===== src/rtl/kd_pkg.sv =====
package kd_pkg;

  localparam int unsigned BUS_W  = 32;
  localparam int unsigned ADDR_W = 8;

  // register selector in address bits 7:4
  localparam logic [3:0] SEL_CTRL  = 4'h0;
  localparam logic [3:0] SEL_PRE   = 4'h1;
  localparam logic [3:0] SEL_CLR   = 4'h2;
  localparam logic [3:0] SEL_STAT  = 4'h3;
  localparam logic [3:0] SEL_CNT   = 4'h4;
  localparam logic [3:0] SEL_PER   = 4'h6;
  localparam logic [3:0] SEL_WIN   = 4'h7;
  localparam logic [3:0] SEL_CAUSE = 4'h8;

  localparam int unsigned EN_BIT    = 15;
  localparam int unsigned CAUSE_BIT = 5;
  localparam int unsigned ST_WIN    = 0;
  localparam int unsigned ST_EVT    = 5;
  localparam int unsigned ST_BAD2   = 6;
  localparam int unsigned ST_BAD1   = 7;

  localparam logic [7:0] KEY_ARM  = 8'h40;
  localparam logic [7:0] KEY_KICK = 8'h08;

  typedef enum logic [1:0] {
    WR_PLAIN = 2'b00,
    WR_CLEAR = 2'b01,
    WR_SET   = 2'b10,
    WR_NONE  = 2'b11
  } wr_kind_e;

  typedef struct packed {
    logic ctrl;
    logic pre;
    logic clr;
    logic per;
    logic win;
    logic cause;
  } wr_strobe_t;

  function automatic logic [BUS_W-1:0] apply_word(input logic [BUS_W-1:0] cur,
                                                  input logic [BUS_W-1:0] din,
                                                  input wr_kind_e kind);
    case (kind)
      WR_PLAIN: apply_word = din;
      WR_CLEAR: apply_word = cur & ~din;
      WR_SET:   apply_word = cur | din;
      default:  apply_word = cur;
    endcase
  endfunction

  function automatic logic apply_bit(input logic cur, input logic din, input wr_kind_e kind);
    case (kind)
      WR_PLAIN: apply_bit = din;
      WR_CLEAR: apply_bit = cur & ~din;
      WR_SET:   apply_bit = cur | din;
      default:  apply_bit = cur;
    endcase
  endfunction

endpackage


===== src/rtl/kd_bus_decode.sv =====
module kd_bus_decode
  import kd_pkg::*;
(
  input  logic              wr_en_i,
  input  logic [ADDR_W-1:0] addr_i,
  input  logic              blk_i,
  output wr_strobe_t        strb_o,
  output wr_kind_e          kind_o,
  output logic [3:0]        rsel_o
);

  logic aligned;
  logic plain;
  logic go;

  always_comb begin
    kind_o  = wr_kind_e'(addr_i[3:2]);
    rsel_o  = addr_i[7:4];
    aligned = (addr_i[1:0] == 2'b00);
    plain   = (kind_o == WR_PLAIN);
    go      = wr_en_i && !blk_i && aligned && (kind_o != WR_NONE);
    strb_o  = '0;
    if (go) begin
      case (rsel_o)
        SEL_CTRL:  strb_o.ctrl  = 1'b1;
        SEL_PRE:   strb_o.pre   = plain;   // keys accept plain form only
        SEL_CLR:   strb_o.clr   = plain;
        SEL_PER:   strb_o.per   = 1'b1;
        SEL_WIN:   strb_o.win   = 1'b1;
        SEL_CAUSE: strb_o.cause = 1'b1;
        default:   ;
      endcase
    end
  end

endmodule


===== src/rtl/kd_cfg_regs.sv =====
module kd_cfg_regs
  import kd_pkg::*;
#(
  parameter int unsigned CNT_W   = 16,
  parameter int unsigned PER_RST = 1000,
  parameter int unsigned WIN_RST = 100
) (
  input  logic             clk_i,
  input  logic             rst_ni,
  input  wr_strobe_t       strb_i,
  input  wr_kind_e         kind_i,
  input  logic [BUS_W-1:0] wdata_i,
  input  logic             evt_i,
  output logic             en_o,
  output logic             blk_o,
  output logic [CNT_W-1:0] per_o,
  output logic [CNT_W-1:0] win_o,
  output logic             cause_o
);

  localparam logic [CNT_W-1:0] PER_INIT = CNT_W'(PER_RST);
  localparam logic [CNT_W-1:0] WIN_INIT = CNT_W'(WIN_RST);

  logic             en_q, en_d;
  logic             blk_q;
  logic             cause_q, cause_d;
  logic [CNT_W-1:0] per_q, per_d;
  logic [CNT_W-1:0] win_q, win_d;

  always_comb begin
    en_d    = en_q;
    per_d   = per_q;
    win_d   = win_q;
    cause_d = cause_q;
    if (strb_i.ctrl) en_d = apply_bit(en_q, wdata_i[EN_BIT], kind_i);
    if (strb_i.per && !en_q) per_d = CNT_W'(apply_word(BUS_W'(per_q), wdata_i, kind_i));
    if (strb_i.win && !en_q) win_d = CNT_W'(apply_word(BUS_W'(win_q), wdata_i, kind_i));
    if (strb_i.cause) cause_d = apply_bit(cause_q, wdata_i[CAUSE_BIT], kind_i);
    if (evt_i) cause_d = 1'b1;   // hardware set wins over software clear
  end

  always_ff @(posedge clk_i or negedge rst_ni) begin
    if (!rst_ni) begin
      en_q    <= 1'b0;
      blk_q   <= 1'b0;
      cause_q <= 1'b0;
      per_q   <= PER_INIT;
      win_q   <= WIN_INIT;
    end else begin
      en_q    <= en_d;
      blk_q   <= en_q & ~en_d;
      cause_q <= cause_d;
      per_q   <= per_d;
      win_q   <= win_d;
    end
  end

  assign en_o    = en_q;
  assign blk_o   = blk_q;
  assign per_o   = per_q;
  assign win_o   = win_q;
  assign cause_o = cause_q;

  AST_LIMITS_LOCKED: assert property (@(posedge clk_i) disable iff (!rst_ni)
    en_q |=> ($stable(per_q) && $stable(win_q)));
  AST_BLACKOUT_FREEZE: assert property (@(posedge clk_i) disable iff (!rst_ni)
    blk_q |=> ($stable(per_q) && $stable(win_q) && $stable(en_q)));
  AST_CAUSE_ON_EVENT: assert property (@(posedge clk_i) disable iff (!rst_ni)
    evt_i |=> cause_q);

endmodule


===== src/rtl/kd_count_window.sv =====
module kd_count_window #(
  parameter int unsigned CNT_W = 16
) (
  input  logic             clk_i,
  input  logic             rst_ni,
  input  logic             en_i,
  input  logic [CNT_W-1:0] per_i,
  input  logic [CNT_W-1:0] win_i,
  input  logic             svc_i,
  output logic [CNT_W-1:0] count_o,
  output logic             win_open_o,
  output logic             expire_o
);

  logic [CNT_W-1:0] count_q, count_d;
  logic             expired_q, expired_d;
  logic [CNT_W:0]   nxt;
  logic [CNT_W-1:0] start;

  always_comb begin
    nxt        = {1'b0, count_q} + 1'b1;
    start      = (win_i >= per_i) ? '0 : (per_i - win_i);
    win_open_o = en_i && (count_q >= start) && (count_q < per_i);
    expire_o   = en_i && !expired_q && !svc_i && (nxt >= {1'b0, per_i});

    count_d   = count_q;
    expired_d = expired_q;
    if (!en_i) begin
      count_d   = '0;
      expired_d = 1'b0;
    end else if (svc_i) begin
      count_d   = '0;
      expired_d = 1'b0;
    end else begin
      if (count_q < per_i) count_d = nxt[CNT_W-1:0];
      if (expire_o) expired_d = 1'b1;
    end
  end

  always_ff @(posedge clk_i or negedge rst_ni) begin
    if (!rst_ni) begin
      count_q   <= '0;
      expired_q <= 1'b0;
    end else begin
      count_q   <= count_d;
      expired_q <= expired_d;
    end
  end

  assign count_o = count_q;

  AST_COUNT_BOUNDED: assert property (@(posedge clk_i) disable iff (!rst_ni)
    en_i |-> (count_q <= per_i));
  AST_SERVICE_ZEROES: assert property (@(posedge clk_i) disable iff (!rst_ni)
    svc_i |=> (count_q == '0));
  AST_IDLE_AT_ZERO: assert property (@(posedge clk_i) disable iff (!rst_ni)
    !en_i |=> (count_q == '0));

endmodule


===== src/rtl/kd_key_guard.sv =====
module kd_key_guard
  import kd_pkg::*;
(
  input  logic        clk_i,
  input  logic        rst_ni,
  input  logic        en_i,
  input  logic        pre_wr_i,
  input  logic        clr_wr_i,
  input  logic [15:0] wdata_i,
  input  logic        win_open_i,
  input  logic        expire_i,
  output logic        svc_o,
  output logic        evt_o,
  output logic        bad1_o,
  output logic        bad2_o,
  output logic        evt_flag_o,
  output logic        rst_req_o
);

  logic armed_q, armed_d;
  logic bad1_q, bad2_q, evt_q, req_q;
  logic arm_ok, kick_ok, bad1_now, bad2_now;

  always_comb begin
    arm_ok   = (wdata_i[15:8] == KEY_ARM);
    kick_ok  = (wdata_i[7:0] == KEY_KICK);
    svc_o    = en_i && clr_wr_i && armed_q && kick_ok && win_open_i;
    bad1_now = en_i && pre_wr_i && !arm_ok;
    bad2_now = en_i && clr_wr_i && !svc_o;
    evt_o    = bad1_now || bad2_now || expire_i;

    armed_d = armed_q;
    if (!en_i)         armed_d = 1'b0;
    else if (pre_wr_i) armed_d = arm_ok;
    else if (clr_wr_i) armed_d = 1'b0;
  end

  always_ff @(posedge clk_i or negedge rst_ni) begin
    if (!rst_ni) begin
      armed_q <= 1'b0;
      bad1_q  <= 1'b0;
      bad2_q  <= 1'b0;
      evt_q   <= 1'b0;
      req_q   <= 1'b0;
    end else begin
      armed_q <= armed_d;
      bad1_q  <= bad1_q | bad1_now;
      bad2_q  <= bad2_q | bad2_now;
      evt_q   <= evt_q | evt_o;
      req_q   <= evt_o;
    end
  end

  assign bad1_o     = bad1_q;
  assign bad2_o     = bad2_q;
  assign evt_flag_o = evt_q;
  assign rst_req_o  = req_q;

  AST_EVENT_STICKY: assert property (@(posedge clk_i) disable iff (!rst_ni)
    evt_q |=> evt_q);
  AST_REQ_WITH_EVENT: assert property (@(posedge clk_i) disable iff (!rst_ni)
    req_q |-> evt_q);
  AST_BAD_MEANS_EVENT: assert property (@(posedge clk_i) disable iff (!rst_ni)
    (bad1_q || bad2_q) |-> evt_q);
  AST_DISARMED_WHEN_OFF: assert property (@(posedge clk_i) disable iff (!rst_ni)
    !en_i |=> !armed_q);

endmodule


===== src/rtl/keyed_deadman.sv =====
module keyed_deadman
  import kd_pkg::*;
#(
  parameter int unsigned CNT_W   = 16,
  parameter int unsigned PER_RST = 1000,
  parameter int unsigned WIN_RST = 100
) (
  input  logic              clk_i,
  input  logic              rst_ni,
  input  logic              bus_we_i,
  input  logic [ADDR_W-1:0] bus_addr_i,
  input  logic [BUS_W-1:0]  bus_wdata_i,
  output logic [BUS_W-1:0]  bus_rdata_o,
  output logic              rst_req_o
);

  wr_strobe_t       strb;
  wr_kind_e         kind;
  logic [3:0]       rsel;
  logic             en, blk, cause;
  logic [CNT_W-1:0] per, win, count;
  logic             win_open, expire, svc, evt;
  logic             bad1, bad2, evt_flag;

  kd_bus_decode u_dec (
    .wr_en_i (bus_we_i),
    .addr_i  (bus_addr_i),
    .blk_i   (blk),
    .strb_o  (strb),
    .kind_o  (kind),
    .rsel_o  (rsel)
  );

  kd_cfg_regs #(
    .CNT_W   (CNT_W),
    .PER_RST (PER_RST),
    .WIN_RST (WIN_RST)
  ) u_cfg (
    .clk_i   (clk_i),
    .rst_ni  (rst_ni),
    .strb_i  (strb),
    .kind_i  (kind),
    .wdata_i (bus_wdata_i),
    .evt_i   (evt),
    .en_o    (en),
    .blk_o   (blk),
    .per_o   (per),
    .win_o   (win),
    .cause_o (cause)
  );

  kd_count_window #(
    .CNT_W (CNT_W)
  ) u_cnt (
    .clk_i      (clk_i),
    .rst_ni     (rst_ni),
    .en_i       (en),
    .per_i      (per),
    .win_i      (win),
    .svc_i      (svc),
    .count_o    (count),
    .win_open_o (win_open),
    .expire_o   (expire)
  );

  kd_key_guard u_key (
    .clk_i      (clk_i),
    .rst_ni     (rst_ni),
    .en_i       (en),
    .pre_wr_i   (strb.pre),
    .clr_wr_i   (strb.clr),
    .wdata_i    (bus_wdata_i[15:0]),
    .win_open_i (win_open),
    .expire_i   (expire),
    .svc_o      (svc),
    .evt_o      (evt),
    .bad1_o     (bad1),
    .bad2_o     (bad2),
    .evt_flag_o (evt_flag),
    .rst_req_o  (rst_req_o)
  );

  always_comb begin
    bus_rdata_o = '0;
    if (!blk) begin
      case (rsel)
        SEL_CTRL: bus_rdata_o[EN_BIT] = en;
        SEL_STAT: begin
          bus_rdata_o[ST_WIN]  = win_open;
          bus_rdata_o[ST_EVT]  = evt_flag;
          bus_rdata_o[ST_BAD2] = bad2;
          bus_rdata_o[ST_BAD1] = bad1;
        end
        SEL_CNT:   bus_rdata_o = BUS_W'(count);
        SEL_PER:   bus_rdata_o = BUS_W'(per);
        SEL_WIN:   bus_rdata_o = BUS_W'(win);
        SEL_CAUSE: bus_rdata_o[CAUSE_BIT] = cause;
        default:   ;
      endcase
    end
  end

endmodule


===== config.mk =====
export PLATFORM = sky130hd
export DESIGN_NAME = keyed_deadman
export DESIGN_NICKNAME = d
export VERILOG_FILES = /design/src/rtl/kd_pkg.sv /design/src/rtl/kd_bus_decode.sv /design/src/rtl/kd_cfg_regs.sv /design/src/rtl/kd_count_window.sv /design/src/rtl/kd_key_guard.sv /design/src/rtl/keyed_deadman.sv
export SDC_FILE = /design/constraint.sdc
export NUM_CORES = 1
export LEC_CHECK = 0
export BUFFER_PORTS_ARGS = -buffer_cell sky130_fd_sc_hd__buf_2
export CAP_MARGIN = 20
export CORE_ASPECT_RATIO = 1.1
export CORE_MARGIN = 2
export CORE_UTILIZATION = 30
export DETAILED_ROUTE_END_ITERATION = 10
export PLACE_DENSITY_LB_ADDON = 0.12
export SLEW_MARGIN = 10
export SYNTH_ARGS = -nofsm -noshare
export SYNTH_HDL_FRONTEND = slang
export SYNTH_SLANG_ARGS = --single-unit

===== constraint.sdc =====
create_clock -name clk_i -period 9.9 [get_ports clk_i]
set_input_delay 0 -clock clk_i [delete_from_list [all_inputs] [get_ports clk_i]]
set_output_delay 0 -clock clk_i [all_outputs]
set_load 0.01 [all_outputs]

==> results of run 1 <==
-- synth_stat cells, types with 11 or more instances --
| cell | count | area, um2 |
|---|---|---|
| xnor2_1 | 11 | 96.3 |
| mux2i_1 | 16 | 160 |
| buf_4 | 17 | 128 |
| clkbuf_1 | 23 | 86.3 |
| xor2_1 | 28 | 245 |
| nand3_1 | 25 | 125 |
| inv_1 | 61 | 229 |
| ha_1 | 70 | 876 |
| nor2_1 | 66 | 248 |
| o21ai_0 | 40 | 200 |
| dfrtp_1 | 48 | 1200 |
| nand2_1 | 67 | 251 |
| a21oi_1 | 123 | 616 |
| nor3_1 | 15 | 75.1 |
-- worst max-delay path by stage --
stage	startpoint	end	slack [ns]	cells after the start
after floorplan	u_cfg.per_o[0]	u_cfg.cause_o	6.02	18
final	u_cfg.per_o[0]	bus_rdata_o[0]	4.58	17
after global placement	u_cfg.win_o[5]	u_cfg.cause_o	4.34	14
after detailed placement	u_cfg.per_o[0]	u_cfg.cause_o	4.29	16
after CTS	u_cfg.per_o[0]	bus_rdata_o[0]	4.17	17
after global routing	u_cfg.per_o[0]	bus_rdata_o[0]	4.11	17
-- cell families after synthesis --
| logic type | Yosys count | synth area share (%) |
|---|---|---|
| buffers and inverters | 110 | 8.57 |
| xor gates and xnor gates | 39 | 6.01 |
| DFF | 57 | 25.3 |
| other | 1 | 0.0660 |
| adders and majority gates | 71 | 15.8 |
| AOI/OAI and AO/OA | 216 | 21.8 |
| and+or+nand+nor | 231 | 19.6 |
| muxes | 16 | 2.82 |
-- cells in the final DEF (no fill, tap or decap), types with 5 or more instances in the layout --
| master | synthesis | routed |
|---|---|---|
| a31oi_1 | 6 | 6 |
| conb_1 | 1 | 16 |
| a21oi_1 | 123 | 123 |
| nor2b_1 | 5 | 5 |
| nor3_1 | 15 | 13 |
| clkbuf_16 | 0 | 9 |
| nand2b_1 | 7 | 7 |
| buf_2 | 7 | 43 |
| xor2_1 | 28 | 28 |
| inv_1 | 61 | 61 |
| and3_1 | 8 | 8 |
| o211ai_1 | 5 | 5 |
| dfrtp_1 | 48 | 48 |
| o21a_1 | 5 | 5 |
| nand2_1 | 67 | 67 |
| o21ai_0 | 40 | 40 |
| dfstp_2 | 9 | 9 |
| a211oi_1 | 5 | 5 |
| xnor2_1 | 11 | 11 |
| nor4_1 | 6 | 6 |
| ha_1 | 70 | 70 |
| buf_4 | 17 | 6 |
| mux2i_1 | 16 | 16 |
| nand3_1 | 25 | 25 |
| nor2_1 | 66 | 66 |
| dlygate4sd3_1 | 0 | 16 |
| nand4_1 | 9 | 9 |
| a21o_1 | 5 | 5 |
-- state kept, by name (all words and copies together), names as in the netlist --
signal            cells
u_key.bad1_o          1
u_key.rst_req_o       1
u_cfg.per_o          16
u_key.evt_flag_o      1
u_cnt.expired_q       1
u_cfg.cause_o         1
u_key.bad2_o          1
u_key.armed_q         1
u_cnt.count_o        16
u_cfg.blk_o           1
u_cfg.en_o            1
u_cfg.win_o          16
-- power by group --
part           total [mW]  switching (mW)  internal, mW
Sequential          0.277          0.0248         0.252
Clock               0.378           0.125         0.253
Combinational       0.382           0.235         0.147
-- layout make-up --
class / count / share of cell area, %
tap: 243 / 4.62
inverter: 61 / 3.48
timing repair buffer: 65 / 6.39
multi-input combinational: 589 / 58.3
sequential: 57 / 21.9
clock inverter: 6 / 1.75
clock buffer: 10 / 3.63
-- metal layers --
| metal | GRT usage [%] | vias to the layer above | routed length [um] |
|---|---|---|---|
| met2 | 31.3 | 100 | 8780 |
| met1 | 24.8 | 2649 | 8360 |
| met3 | 3.99 | 29 | 686 |
| met4 | 6.82 | 0 | 511 |
| li1 | - | 2669 | - |
| met5 | 0 | - | 0 |
-- what timing repair did --
action / 4_1_cts / 5_1_grt
hold endpoints to repair: 78 / 0
hold buffers: 16 / 0
endpoints found under the setup margin: 0 / 0
-- worst min-delay path: cells and delay by family --
family	cells	cell delay, ns
AOI/OAI and AO/OA	2	0.18
buffers and inverters	1	0.16
-- metrics by stage --
stage | hold slack [ns] | cells
finish | 0.0341 | 1031
floorplan | -0.296 | 756
CTS | 0.0257 | 1031
detailed placement | 0.210 | 999
global route | 0.0349 | 1031
global placement | 0.201 | 999
==> metrics.csv, run 1 <==
metric;value;unit
synth_area_per_cell;7.67;um2
clock.fmax;188;MHz
drive_above_1_share;10.9;%
worstHoldPathType;primary input to flip-flop;
grt_pass1_vias;5284;
power_density;158;nW/um2
cts_resized;0;
syn_inst;741;
holdCritStartpoint;bus_wdata_i[15];
start_kind;flip-flop;
routabilityCongestion;0.872;
cts-root-buf;clkbuf_16;
numCtsBuffers;9;
die-area;20100;um2
n_antenna_cell;0;
reg2reg_depth;16;
relSlewSlack;32.7;%
syn-cell-area;5680;um2
fin_skew;0.0113;ns
antenna_found_initial;0;
hold_end;u_cfg.win_o[15];
cts.htree.levels;3;
area.sequential;1440;um2
finalNetCount;897;
dp_hpwl;14300;um
cpMaxStageDelayCell;nor2_1;
path_clk_slew;0.06;ns
rr_endpoint;u_cfg.cause_o;
setup_slack;4.58;ns
drt_first_pass_iters;5;
drc;0;
grt_pass1_wl;29300;um
status;finished, final reports clean;
cts_tree;built;
grt_usage;19.1;%
num_vias;5447;
cp_top_family;compound AO/OA/AOI/OAI gates;
crit_required;9.90;ns
hold_violations;0;
peakVddDrop;0.0802;mV
path_buf_inv;3;
grt_max_degree;58;
critPathArrivalTime;5.32;ns
utilization;35.6;%
cap_viol_max_count;0;
final_area;6580;um2
synthArstFlopShare;100;%
die_height;148;um
worstSetupPathType;flip-flop to primary output;
drt_iter0_markers;317;
postRouteAntennaNets;0;
fin_crit_sh;53.7;%
clk_latency;0.35;ns
tns;0;ns
p_leak;3.08;nW
wirelength;18300;um
ys_seq_area_share;25.3;%
cp-end-kind;primary output;
min_period;5.32;ns
synth_flop_cell;dfrtp_1;
port_buffers;43;
start_util;30.7;%
synth_cell_type_count;61;
core;18500;um2
rows;52;
dieWidth;135;um
top_level_ports;76;
grt_overflow;0;
clock_path_buffers;2;
setup_violations;0;
multi_input_area;3830;um2
place_ws;4.29;ns
crit_path_max_fanout;15;
reg2reg_from;u_cfg.per_o[0];
critPathMaxStageDelay;0.80;ns
wl_per_cell;17.8;um
post_cts_buffers;0;
rsz0062_at_grt;no;
regToRegSetupSlack;4.67;ns
worst_pin_slew;1.01;ns
placed_area;6050;um2
cts_num_sinks;57;
p_total;1.04;mW
fillers;1994;
ys_ff_latch;57;
syn_to_final_growth;15.7;%
yosys_warnings;0;
cp_cell_sequence;inv_1 > ha_1 > inv_1 > fa_1 > a21o_1 > a221oi_2 > a21oi_1 > a311oi_1 > nor2_1 > o311ai_0 > ha_1 > nand2_1 > or2_2 > o41ai_2 > nand4b_1 > a21boi_0 > buf_2;
synth_edf_count;0;
slew_viol_final;0;
via_per_inst;5.28;
whs_path_depth;3;
(Power assumes the default switching activity.)
==> run 2: changes to the inputs <==
==> constraint.sdc (replaced) <==
create_clock -name clk_i -period 4.7 [get_ports clk_i]
set_input_delay 0 -clock clk_i [delete_from_list [all_inputs] [get_ports clk_i]]
set_output_delay 0 -clock clk_i [all_outputs]
set_load 0.01 [all_outputs]
==> run 2 against run 1 <==
Sequential power grew 110%. Clock skew fell by 0.0052 ns. Clock power up 95%. Non-clock buffer count is 5 higher. Highest routed layer unchanged. Critical path depth increased by 1. Largest power group unchanged.
==> metrics.csv, run 2 (synthesized netlist as in run 1, its figures left out) <==
metric;value;unit
drc;0;
final_cell_mix;a21oi_1, ha_1, nand2_1;
crit_end;bus_rdata_o[0];
drive_above_1_share;11.6;%
hold_slack;0.0253;ns
regToRegSetupSlack;0.53;ns
reg2reg_depth;18;
cts.htree.levels;3;
start_kind;flip-flop;
clock.fmax;227;MHz
cts_num_sinks;57;
cts-root-buf;clkbuf_16;
reg2reg_from;u_cfg.per_o[0];
fillers;1959;
drt_iter0_markers;324;
rsz0062_at_grt;no;
setup_violations;0;
postRouteAntennaNets;0;
place_ws;0.250;ns
hold_violations;0;
rr_endpoint;u_cnt.count_o[7];
die_height;148;um
multi_input_area;3840;um2
wirelength;18800;um
via_per_inst;5.16;
p_leak;3.10;nW
area.sequential;1440;um2
cap_viol_max_count;0;
status;finished, final reports clean;
port_buffers;43;
grt_usage;19.4;%
setup_slack;0.297;ns
routabilityCongestion;0.898;
wl_per_cell;18.2;um
worstSetupPathType;flip-flop to primary output;
grt_max_degree;58;
core;18500;um2
clk_latency;0.34;ns
worst_pin_slew;0.911;ns
grt_pass1_vias;5333;
p_total;2.14;mW
dieWidth;135;um
min_period;4.40;ns
drt_first_pass_iters;6;
n_antenna_cell;0;
worstHoldPathType;primary input to flip-flop;
top_level_ports;76;
critPathMaxStageDelay;0.44;ns
fin_skew;0.00614;ns
rows;52;
tns;0;ns
final_area;6610;um2
fin_crit_sh;93.7;%
power_density;324;nW/um2
post_cts_buffers;0;
slew_viol_final;0;
crit_path_max_fanout;15;
syn_to_final_growth;16.3;%
grt_pass1_wl;30000;um
numCtsBuffers;9;
dp_hpwl;14600;um
path_clk_slew;0.06;ns
antenna_found_initial;0;
placed_area;6120;um2
cp_num_cells;18;
critPathLaunch;u_cfg.per_o[0];
cpMaxStageDelayCell;dfrtp_1;
grt_overflow;0;
layout_commonest_cell;a21oi_1;
critPathArrivalTime;4.40;ns
num_vias;5349;
start_util;30.7;%
cp-end-kind;primary output;
cp_top_family;compound AO/OA/AOI/OAI gates;
cp_cell_sequence;inv_1 > ha_1 > inv_1 > fa_1 > a21o_1 > a221oi_2 > a21oi_1 > a311oi_2 > nor2_4 > o311ai_0 > ha_1 > nand2_1 > or2_2 > o41ai_1 > buf_4 > nand4b_1 > a21boi_0 > buf_2;
die-area;20100;um2
peakVddDrop;0.186;mV
relSlewSlack;39.3;%
crit_required;4.70;ns
path_buf_inv;4;
cts_tree;built;
finalNetCount;902;
clock_path_buffers;2;
-- run 2: worst min-delay path by stage --
stage / start / endpoint / slack [ns] / cells past startpoint
global route: bus_wdata_i[0] / u_cfg.win_o[0] / 0.02 / 3
CTS: bus_wdata_i[0] / u_cfg.win_o[0] / 0.01 / 3
global placement: rst_ni / u_cnt.count_o[15] / 0.21 / 2
floorplan: rst_ni / u_cfg.blk_o / -0.30 / 0
finish: bus_wdata_i[0] / u_cfg.win_o[0] / 0.03 / 3
detailed placement: rst_ni / u_cnt.count_o[15] / 0.23 / 2
-- run 2: area by class of cell --
class / instances / area share, %
multi-input cells: 589 / 58.1
flip-flops and latches: 57 / 21.7
repair buffers: 70 / 7.27
well taps: 243 / 4.60
clock buffers: 11 / 3.67
inverters: 61 / 3.46
clock inverters: 5 / 1.19
-- run 2: layer usage --
metal | up-vias | track usage, % | wire, um
met5 | - | 0 | 0
met4 | 0 | 5.31 | 281
met3 | 16 | 2.45 | 561
met2 | 102 | 32.1 | 8950
met1 | 2565 | 26.6 | 9010
li1 | 2666 | - | -
-- run 2: repair_timing --
action / 4_1_cts / 5_1_grt
hold buffers: 15 / 0
resized for setup: 1 / 3
setup endpoints to repair: 1 / 1
endpoints found under the hold margin: 71 / 0
-- run 2: tightest hold or removal path, delay by kind of cell --
| family | cells | cell delay [ns] |
|---|---|---|
| compound gates | 2 | 0.18 |
| buf+inv | 1 | 0.14 |
-- run 2: report_power, final --
group	switching (mW)	internal [mW]	total (mW)
combinational	0.500	0.324	0.824
clock	0.258	0.478	0.736
sequential	0.0482	0.532	0.580
-- run 2: through the flow --
stage / util [%] / instances
floorplan: - / 756
global placement: 33.1 / 1005
detailed placement: 33.1 / 1005
CTS: 35.7 / 1036
global route: 35.8 / 1036
finish: 35.8 / 1036
==> run 3: changes to the inputs <==
--- a/config.mk
+++ b/config.mk
@@ -7,6 +7,8 @@
 export LEC_CHECK = 0
 export BUFFER_PORTS_ARGS = -buffer_cell sky130_fd_sc_hd__buf_2
 export CAP_MARGIN = 20
+export CELL_PAD_IN_SITES_DETAIL_PLACEMENT = 2
+export CELL_PAD_IN_SITES_GLOBAL_PLACEMENT = 2
 export CORE_ASPECT_RATIO = 1.1
 export CORE_MARGIN = 2
 export CORE_UTILIZATION = 30
==> run 3 against run 2 <==
Clock power grew 1%. Die area unchanged. Worst setup slack worse by 0.053 ns. Combinational power up 10%. Sequential share of layout area shrank 0.11 points. Hold slack worse by 0.0051 ns. Non-clock buffer count is 3 higher. Largest cell class unchanged. Largest power group unchanged. Highest routed layer unchanged.
==> metrics.csv, run 3 (synthesized netlist as in run 1, its figures left out) <==
metric;value;unit
finalNonFillerCells;1039;
min_period;4.46;ns
clk_latency;0.34;ns
n_antenna_cell;0;
placed_cells;1011;
die_height;148;um
critPathArrivalTime;4.46;ns
port_buffers;43;
slew_viol_final;0;
antenna_found_initial;0;
relSlewSlack;35.6;%
final_cell_mix;a21oi_1, ha_1, nand2_1;
routabilityCongestion;0.904;
drc;0;
fillers;2201;
p_leak;3.13;nW
cts-root-buf;clkbuf_16;
grt_overflow;0;
dp_hpwl;17600;um
start_util;30.7;%
fin_crit_sh;94.8;%
finalNetCount;905;
rows;52;
numCtsBuffers;9;
layout_commonest_cell;a21oi_1;
drt_iter0_markers;201;
clock.fmax;224;MHz
crit_required;4.70;ns
setup_violations;0;
die-area;20100;um2
core;18500;um2
worstHoldPathType;primary input to flip-flop;
peakVddDrop;0.171;mV
hold_violations;0;
wl_per_cell;21.6;um
grt_max_degree;58;
cp-end-kind;primary output;
status;finished, final reports clean;
start_kind;flip-flop;
via_per_inst;5.41;
grt_pass1_vias;6207;
grt_pass1_wl;35700;um
top_level_ports;76;
dieWidth;135;um
cts_tree;built;
fin_skew;0.00780;ns
crit_path_max_fanout;15;
final_area;6640;um2
drt_first_pass_iters;4;
utilization;36.0;%
drive_above_1_share;12.7;%
grt_usage;23.2;%
postRouteAntennaNets;0;
cts.htree.levels;3;
path_clk_slew;0.06;ns
cap_viol_max_count;0;
num_vias;5618;
power_density;336;nW/um2
placed_area;6160;um2
clock_path_buffers;2;
wirelength;22400;um
p_total;2.23;mW
cts_num_sinks;57;
worst_pin_slew;0.966;ns
syn_to_final_growth;16.9;%
worstSetupPathType;flip-flop to primary output;
-- run 3: changes by cell type in the layout (fill, tap and decap cells not counted), sizes merged --
cell,delta
buf,+6
dlygate4sd3,-3
clkinv,-1
clkinvlp,+1
-- run 3: repair_timing --
action / CTS / global route
endpoints found under the setup margin: 1 / 1
setup buffers: 0 / 0
pin swaps: 0 / 2
hold endpoints to repair: 65 / 0
hold buffers: 12 / 0
resized for setup: 1 / 7
-- run 3: worst max-delay path: stages (launching register included) --
cell and delay [ns]:
dfrtp_1 0.42, inv_1 0.08, ha_1 0.40, a21o_1 0.14, a21oi_1 0.06, o21ai_0 0.41, o21ai_0 0.32, nor2_4 0.36
o311ai_0 0.21, ha_1 0.34, nand2_1 0.08, or2_2 0.31, o41ai_2 0.32, buf_4 0.20, nand4b_1 0.13, a21boi_2 0.17
buf_2 0.14
-- run 3: power breakdown --
part,internal [mW],switching (mW)
Combinational,0.339,0.569
Clock,0.491,0.254
Sequential,0.532,0.0459
-- run 3: path summary, 6_finish.rpt --
check | cells past startpoint | start | slack, ns | end
setup / recovery | 16 | u_cfg.win_o[12] | 0.24 | bus_rdata_o[0]
hold / removal | 3 | bus_wdata_i[10] | 0.02 | u_cfg.per_o[10]
setup reg to reg | 19 | u_cfg.per_o[0] | 0.40 | u_cnt.count_o[2]
hold reg to reg | 1 | u_key.bad1_o | 0.48 | u_key.bad1_o
max in group asynchronous | 3 | rst_ni | 3.80 | u_cfg.win_o[13]
min in group asynchronous | 3 | rst_ni | 0.34 | u_cfg.blk_o
-- run 3: routing by layer --
layer / up-vias / share of wire, % / global-route usage [%]
met1: 2858 / 46 / 29.9
met4: 0 / 1.3 / 5.16
met3: 16 / 2.1 / 2.79
met2: 70 / 51 / 41.4
li1: 2674 / - / -
met5: - / 0 / 0
-- run 3: final cells by class --
type	count	area, um2	area share, %
multi-input cells	589	3860	58.1
flip-flops and latches	57	1440	21.6
repair buffers	73	483	7.27
well taps	243	304	4.58
clock buffers	11	253	3.80
inverters	61	229	3.45
clock inverters	5	77.6	1.17
-- run 3: through the flow --
stage | setup WS [ns] | setup TNS [ns] | hold WS, ns
2_1_floorplan | 0.817 | 0 | -0.296
3_3_place_gp | 0.245 | 0 | 0.201
3_5_place_dp | 0.102 | 0 | 0.225
4_1_cts | 0.0540 | 0 | 0.00572
5_1_grt | -0.0450 | -0.0450 | 0.0364
6_report | 0.244 | 0 | 0.0203
